[src/rtl/bus_step_ctrl.sv]
module bus_step_ctrl #(
  parameter int SYNC_STAGES = 2,
  parameter int DEB_CYC     = 50000,
  parameter int TICK_DIV    = 50000,
  parameter int RATE_W      = 10
) (
  input  logic              clk,
  input  logic              rst_n,
  input  logic              run_sw_i,
  input  logic              step_sw_i,
  input  logic              step_any_i,
  input  logic              slow_en_i,
  input  logic [RATE_W-1:0] rate_i,
  input  logic              bp_hit_i,
  input  logic              cyc_start_i,
  input  logic              m1_i,
  output logic              ready_o,
  output logic [1:0]        state_o
);

  localparam int DEB_W  = $clog2(DEB_CYC + 1);
  localparam int TICK_W = $clog2(TICK_DIV + 1);
  localparam int TOP    = SYNC_STAGES - 1;

  typedef enum logic [1:0] {ST_RUN = 2'b00, ST_STOP = 2'b01, ST_STEP = 2'b10} st_t;

  st_t                  st;
  logic [TOP:0]         run_sy, step_sy;
  logic [DEB_W-1:0]     run_cnt, step_cnt;
  logic                 run_db, step_db, step_db_q;
  logic                 armed, step_any_q;
  logic [TICK_W-1:0]    sub_cnt;
  logic [RATE_W-1:0]    unit_cnt;

  wire step_req   = step_db & ~step_db_q;
  wire step_match = cyc_start_i & (step_any_q | m1_i);
  wire slow_on    = slow_en_i & (st == ST_STOP);
  wire sub_wrap   = (sub_cnt == TICK_W'(TICK_DIV - 1));
  wire slow_fire  = slow_on & sub_wrap & (unit_cnt == rate_i);
  wire go_step    = step_req | slow_fire;

  assign ready_o = ~bp_hit_i & ((st == ST_RUN) | ((st == ST_STEP) & ~step_match));
  assign state_o = st;

  always_ff @(posedge clk or negedge rst_n) begin
    if (!rst_n) begin
      run_sy  <= '0;
      step_sy <= '0;
    end else begin
      run_sy  <= {run_sy[TOP-1:0], run_sw_i};
      step_sy <= {step_sy[TOP-1:0], step_sw_i};
    end
  end

  always_ff @(posedge clk or negedge rst_n) begin
    if (!rst_n) begin
      run_db  <= 1'b0;
      run_cnt <= '0;
    end else if (run_sy[TOP] == run_db) begin
      run_cnt <= '0;
    end else if (run_cnt == DEB_W'(DEB_CYC - 1)) begin
      run_db  <= run_sy[TOP];
      run_cnt <= '0;
    end else begin
      run_cnt <= run_cnt + 1'b1;
    end
  end

  always_ff @(posedge clk or negedge rst_n) begin
    if (!rst_n) begin
      step_db   <= 1'b0;
      step_db_q <= 1'b0;
      step_cnt  <= '0;
    end else begin
      step_db_q <= step_db;
      if (step_sy[TOP] == step_db) begin
        step_cnt <= '0;
      end else if (step_cnt == DEB_W'(DEB_CYC - 1)) begin
        step_db  <= step_sy[TOP];
        step_cnt <= '0;
      end else begin
        step_cnt <= step_cnt + 1'b1;
      end
    end
  end

  always_ff @(posedge clk or negedge rst_n) begin
    if (!rst_n) begin
      sub_cnt  <= '0;
      unit_cnt <= '0;
    end else if (!slow_on) begin
      sub_cnt  <= '0;
      unit_cnt <= '0;
    end else if (sub_wrap) begin
      sub_cnt  <= '0;
      unit_cnt <= (unit_cnt == rate_i) ? '0 : unit_cnt + 1'b1;
    end else begin
      sub_cnt <= sub_cnt + 1'b1;
    end
  end

  always_ff @(posedge clk or negedge rst_n) begin
    if (!rst_n) begin
      armed <= 1'b0;
    end else if (bp_hit_i) begin
      armed <= 1'b0;
    end else if (!run_db) begin
      armed <= 1'b1;
    end
  end

  always_ff @(posedge clk or negedge rst_n) begin
    if (!rst_n) begin
      st         <= ST_STOP;
      step_any_q <= 1'b0;
    end else begin
      case (st)
        ST_RUN:  if (bp_hit_i || !run_db) st <= ST_STOP;
        ST_STOP: begin
          if (!bp_hit_i && run_db && armed) begin
            st <= ST_RUN;
          end else if (!bp_hit_i && go_step) begin
            st         <= ST_STEP;
            step_any_q <= step_any_i;
          end
        end
        ST_STEP: if (bp_hit_i || step_match) st <= ST_STOP;
        default: st <= ST_STOP;
      endcase
    end
  end

  a_r8_bp_halts: assert property (@(posedge clk) disable iff (!rst_n)
    bp_hit_i |=> st == ST_STOP);

  a_r5_step_freezes: assert property (@(posedge clk) disable iff (!rst_n)
    (st == ST_STEP && step_match) |=> st == ST_STOP);

  a_r7_run_ignores_step: assert property (@(posedge clk) disable iff (!rst_n)
    (st == ST_RUN && step_req) |=> st != ST_STEP);

  a_r9_no_resume_unarmed: assert property (@(posedge clk) disable iff (!rst_n)
    (st == ST_STOP && !armed) |=> st != ST_RUN);

  a_r10_slow_only_stopped: assert property (@(posedge clk) disable iff (!rst_n)
    (st != ST_STOP) |=> (sub_cnt == '0 && unit_cnt == '0));

endmodule

[config.mk]
export PLATFORM = sky130hd
export DESIGN_NAME = bus_step_ctrl
export DESIGN_NICKNAME = d
export VERILOG_FILES = /design/src/rtl/bus_step_ctrl.sv
export SDC_FILE = /design/constraint.sdc
export NUM_CORES = 1
export LEC_CHECK = 0
export ABC_AREA = 1
export ABC_CLOCK_PERIOD_IN_PS = 1390
export BUFFER_PORTS_ARGS = -buffer_cell sky130_fd_sc_hd__buf_2
export CAP_MARGIN = 20
export CORE_MARGIN = 3
export CORE_UTILIZATION = 30
export DETAILED_ROUTE_END_ITERATION = 16
export GPL_ROUTABILITY_DRIVEN = 1
export PLACE_DENSITY_LB_ADDON = 0.08
export SLEW_MARGIN = 10
export SYNTH_ARGS = -nofsm -noshare
export SYNTH_HDL_FRONTEND = slang
export SYNTH_SLANG_ARGS = --single-unit
[constraint.sdc]
create_clock -name clk -period 1.39 [get_ports clk]
set_input_delay 0.2085 -clock clk [delete_from_list [all_inputs] [get_ports clk]]
set_output_delay 0.2085 -clock clk [all_outputs]
set_load 0.005 [all_outputs]
==> run metrics, run 1 <==
critical path's largest stage delay approximately 0.55 ns; Tcrit/Tclk final 1.127; root buffer cell clkbuf_16; pin count of the biggest net entering global routing 70; DPL Wire Length 5996 µm; clock latency on the worst-skew pair between 0.3 and 0.4 ns; Slew Viols, Final 0; CTS tree built; vias in the first global route between 3,000 and 4,000; global-route wire length before repair 15,220 µm; Post-Synthesis Cells between 400 and 500; Setup violations, final 41; critical path cell sequence inv_2 -> buf_6 -> nand4_1 -> o21ai_2 -> buf_2; RSZ-0062 raised after global routing true; VDD IR-drop max 376.3 µV; Setup CP Type reg2out; die area 13,380 µm²; Final Hold Viols 0; clk slew on worst S/H paths 0.06 ns; row cnt 39; top-count cell post-synth nand2_1; asr flop ratio synth 1.000; Routed Antenna Nets 0; DRC errors left 0; # IOs 22; RR Endpoint step_cnt[12]$_DFF_PN0_; CORE AREA 11,560 µm²; Post-synth top cells 82 x nand2_1, 68 x dfrtp_1, 52 x nor2_1, 49 x inv_1, 23 x a21oi_1; total power about 0.0051 W; post-detailed-route wirelength per cell ~12 µm; Tmin final about 1.6 ns; Routability Congestion 0.7980; Rel. slew slack 0.7273; r2r setup slk -0.17 ns; cell depth of the worst hold path 2; Die W between 100 and 150 µm; worst reg2reg path depth 10; final WL 8892 µm; clk sink count between 60 and 70; Hold Crit Endpoint armed$_DFFE_PN0P_; Hold Path Origin bp_hit_i; Post-layout nets 597; Yosys reg bits 69; Post-synth top flop dfrtp_1; Setup Skew 0.007968 ns; register area share after synthesis 0.4788; initial antenna violation count 0; Via Count approximately 3,300; max cap viols 0; number of synthesized flops with an enable pin 0; DIE HEIGHT 115.7 µm; CP startpoint state_o[0]$_DFFE_PN1P_; Avg Inst Size Synth 8.353 µm²; grt ovf 0; GRT Util Overall 0.1439; biggest area consumer among synthesized cells dfrtp_1; status finished with violations; Static Leak 2.588 nW; Reg2Reg Launch Point step_cnt[0]$_DFF_PN0_; multi-input combinational cell area 2172 µm²; ANT cells 0; area grow syn2layout 58.46%; Worst Setup End Kind output port; Req. time, crit path ~1.2 ns; Least-Margin Pin Slew 0.4090 ns; synthesis warning total 0; Initial Util 0.3120; Synth top area share 0.4716; CP bufs+invs 3; fmax 638.5 MHz; # H-tree levels 3; TritonCTS Buffers 9; I/O Buffers 21; slowest CP cell dfstp_2; Worst Path Max Fanout 3; Worst Path Arrival between 1 and 1.5 ns; worst setup margin -0.1762 ns; Storage cell area about 1700 µm²; Netlist cell types 40; CP top delay family flip-flops; Initial DRC Count 111; failing checks negative setup slack; Max clock buf depth 2; fraction of layout instances using a drive strength above 1 0.4905; Worst Hold Class in2reg; hold slack about 0.077 ns; Post-Syn Area 3608 µm²; startpoint type of the worst setup path register; Synth area leaders dfrtp_1 47%, nand2_1 8.5%, nor2_1 5.4%, inv_1 5.1%, a21oi_1 3.2%; Post-Syn Nets 455; drt first pass iters 4; Power Density 884.5 nW/µm²; # fillers approximately 1,100; DR vias/cell 4.555
[sequential cells by signal, indices dropped and copies added, names as in the netlist]
name / cells
step_db_q: 1
state_o: 2
step_db: 1
step_sy: 2
run_db: 1
step_cnt: 16
step_any_q: 1
sub_cnt: 16
armed: 1
run_sy: 2
unit_cnt: 10
run_cnt: 16
[cell usage in the layout, fill, tap and decap left out, types with 15 or more instances in the layout]
master	instances
nor2_1	36
buf_4	83
inv_1	44
nand2_2	18
nor2_4	15
a21oi_1	18
nand2_1	64
buf_2	20
dfrtp_1	66
buf_6	24
[per-stage QoR]
stage,setup WS (ns),instance area (µm²),TNS [ns],util,instances
final,-0.1762,5718,-3.441,0.4944,722
after global routing,-0.3019,5718,-8.317,0.4944,722
after CTS,-0.1810,5273,-2.738,0.4559,710
after detailed placement,-0.1866,4526,-4.203,0.3913,674
after global placement,-0.1474,4526,-3.153,0.3913,674
after floorplan,-0.08603,3626,-0.1686,-,432
[power breakdown]
| part | switching (W) | internal (W) |
|---|---|---|
| clock | 0.000887 | 0.00180 |
| combinational | 0.000167 | 0.000139 |
| sequential | 0.0000282 | 0.00204 |
| total | 0.00108 | 0.00398 |
[cells by family after synthesis]
group	after synthesis	share of synthesized area
simple gates	221	0.3044
flops	69	0.4788
buf+inv	60	0.06311
compound gates	58	0.08981
xor+xnor	18	0.04369
fa+ha+maj	4	0.01387
mux	2	0.006241
[metal layers]
metal  vias up  track usage  part of all wire
met5         -            0                 0
met4         0      0.05955             0.015
met3        10      0.02820             0.022
met2        29       0.2369              0.49
met1      1551       0.1860              0.48
li1       1699            -                 -
[cell type report]
type                            instances  area share
Clock buffer                           10     0.04179
Inverter                               58     0.03982
Clock inverter                          6     0.01926
Timing Repair inverter                  2    0.002845
Timing Repair Buffer                  131      0.1825
Tap cell                              143     0.03129
Sequential cell                        69      0.3026
Multi-Input combinational cell        303      0.3799
[what timing repair did]
action	CTS	global route
pin swaps	24	30
gates cloned	1	1
resized for setup	62	97
hold buffers	3	0
setup endpoints to repair	51	58
buffers inserted	17	11
hold endpoints to repair	70	0
[how the worst max path moves through the flow]
stage / cells past startpoint / to
global placement: 7 / run_cnt[14]$_DFF_PN0_
detailed placement: 7 / run_cnt[14]$_DFF_PN0_
finish: 5 / ready_o
CTS: 5 / ready_o
floorplan: 7 / step_cnt[14]$_DFF_PN0_
global route: 8 / step_cnt[10]$_DFF_PN0_
Power figures use the tool's default switching activity.
==> inputs of run 2 (changes only) <==
--- a/config.mk
+++ b/config.mk
@@ -11,6 +11,7 @@
 export CAP_MARGIN = 20
 export CORE_MARGIN = 3
 export CORE_UTILIZATION = 30
+export CTS_BUF_LIST = sky130_fd_sc_hd__clkbuf_4 sky130_fd_sc_hd__clkbuf_8
 export DETAILED_ROUTE_END_ITERATION = 16
 export GPL_ROUTABILITY_DRIVEN = 1
 export PLACE_DENSITY_LB_ADDON = 0.08
==> run metrics, run 2 (synthesis gave the netlist of run 1 again) <==
DIE HEIGHT 115.7 µm (unchanged); Non-Filler Instances 723 (was 722); final WL 9002 µm (was 8892 µm); r2r setup slk -0.19 ns (was -0.17 ns); # H-tree levels 3 (unchanged); drt first pass iters 4 (unchanged); Initial Util 0.3120 (unchanged); post-detailed-route wirelength per cell 12.45 µm (was 12.32 µm); commonest non-fill, non-tap cell in the layout buf_4 (unchanged); Initial DRC Count 114 (was 111); Least-Margin Pin Slew 0.4065 ns (was 0.4090 ns); Tmin final 1.598 ns (was 1.566 ns); DPL Wire Length 5996 µm (unchanged); Req. time, crit path 1.18 ns (about the same); DR vias/cell 4.589 (was 4.555); status finished with violations (unchanged); failing checks negative setup slack (unchanged); # fillers 1,095 (was 1,079); die area 13,380 µm² (unchanged); worst reg2reg path depth 10 (unchanged); Worst Path Max Fanout 3 (unchanged); Via Count 3,318 (was 3,289); row cnt 39 (unchanged); critical path cell sequence inv_2 -> buf_6 -> nand4_1 -> o21ai_2 -> buf_2 (unchanged); Slew Viols, Final 0 (unchanged); vias in the first global route 3,307 (was 3,309); commonest cells after routing, fill and taps aside 85 x buf_4, 64 x nand2_1, 64 x dfrtp_1 (was 83 x buf_4, 66 x dfrtp_1, 64 x nand2_1); # IOs 22 (unchanged); DRC errors left 0 (unchanged); RR Endpoint step_cnt[12]$_DFF_PN0_ (unchanged); total power 0.004442 W (was 0.005057 W); clock latency on the worst-skew pair 0.37 ns (was 0.33 ns); initial antenna violation count 0 (unchanged); Routed Antenna Nets 0 (unchanged); worst setup margin -0.2077 ns (was -0.1762 ns); critical path's largest stage delay 0.56 ns (was 0.55 ns); Max clock buf depth 2 (unchanged); RSZ-0062 raised after global routing true (unchanged); Worst Hold Class in2reg (unchanged); Die W 115.7 µm (unchanged); TritonCTS Buffers 9 (unchanged); VDD IR-drop max 508.1 µV (was 376.3 µV); startpoint type of the worst setup path register (unchanged); Final Hold Viols 0 (unchanged); Rel. slew slack 0.7290 (was 0.7273); Largest regs run_cnt x16, step_cnt x16, sub_cnt x16 (unchanged); Worst setup endpoint ready_o (unchanged); slowest CP cell dfstp_2 (unchanged); pin count of the biggest net entering global routing 70 (unchanged); grt ovf 0 (unchanged); global-route wire length before repair 15,220 µm (unchanged); Placed Cells 674 (unchanged); CORE AREA 11,560 µm² (unchanged); root buffer cell clkbuf_8 (was clkbuf_16); clk sink count 69 (unchanged); I/O Buffers 21 (unchanged); Tcrit/Tclk final 1.149 (was 1.127); fraction of layout instances using a drive strength above 1 0.5017 (was 0.4905); Power Density 784.3 nW/µm² (was 884.5 nW/µm²); ANT cells 0 (unchanged); CTS tree built (unchanged); fmax 625.9 MHz (was 638.5 MHz); Setup Skew 0.01237 ns (was 0.007968 ns); Worst Path Arrival 1.39 ns (was 1.36 ns); clk slew on worst S/H paths 0.08 ns (was 0.06 ns); Setup CP Type reg2out (unchanged); Static Leak 2.545 nW (was 2.588 nW); Setup violations, final 39 (was 41); CP startpoint state_o[0]$_DFFE_PN1P_ (unchanged); Worst Setup End Kind output port (unchanged); Hold Path Origin bp_hit_i (unchanged); area grow syn2layout 56.93% (was 58.46%); Reg2Reg Launch Point step_cnt[1]$_DFF_PN0_ (was step_cnt[0]$_DFF_PN0_); Routability Congestion 0.7980 (unchanged); GRT Util Overall 0.1444 (was 0.1439); Post-layout nets 598 (was 597); max cap viols 0 (unchanged)
[run 2: cell types whose count changed in the layout (fill, tap and decap cells not counted), sizes merged]
cell  change
buf       +1
[run 2: area by class of cell]
type	count	area [µm²]	share of cell area
tap	143	178.9	0.03160
clock inverter	6	110.1	0.01944
sequential	69	1733	0.3060
multi-input combinational	303	2206	0.3895
timing repair inverter	2	18.77	0.003314
inverter	58	225.2	0.03977
clock buffer	10	137.6	0.02430
timing repair buffer	132	1054	0.1860
[run 2: how the worst min path moves through the flow]
stage,cells past startpoint,end
2_1_floorplan,0,armed$_DFFE_PN0P_
3_3_place_gp,2,sub_cnt[11]$_DFF_PN0_
3_5_place_dp,2,sub_cnt[11]$_DFF_PN0_
4_1_cts,2,armed$_DFFE_PN0P_
5_1_grt,2,armed$_DFFE_PN0P_
6_report,2,armed$_DFFE_PN0P_
[run 2: worst max-delay path: cells and delay by family (launching register included)]
family          cells  cell delay, ns
buf+inv             3            0.29
simple gates        1            0.11
flops               1            0.56
compound gates      1            0.07
[run 2: what timing repair did]
action	in CTS	in global routing
setup endpoints to repair	51	61
setup buffers	18	11
hold endpoints to repair	70	0
cloned	1	1
hold buffers	3	0
resized for setup	62	106
pin swaps	23	30
[run 2: power by group]
part	internal (W)	switching, W	leakage (nW)
Combinational	0.000145	0.000174	1.49
Clock	0.00124	0.000824	0.119
Sequential	0.00203	0.0000270	0.935
[run 2: per-stage QoR]
step	setup TNS (ns)	hold slack, ns	utilization	setup WS [ns]	area (µm²)
detailed placement	-4.203	0.2629	0.3913	-0.1866	4526
finish	-3.061	0.04334	0.4897	-0.2077	5663
global route	-7.783	0.02867	0.4897	-0.3090	5663
floorplan	-0.1686	-0.08709	-	-0.08603	3626
global placement	-3.153	0.2587	0.3913	-0.1474	4526
CTS	-2.930	0.02173	0.4473	-0.2182	5172
[run 2: routing by layer]
layer | global-route usage | share of wire
met1 | 0.1889 | 0.47
met2 | 0.2330 | 0.49
met3 | 0.03603 | 0.029
met4 | 0.05259 | 0.016
met5 | 0 | 0
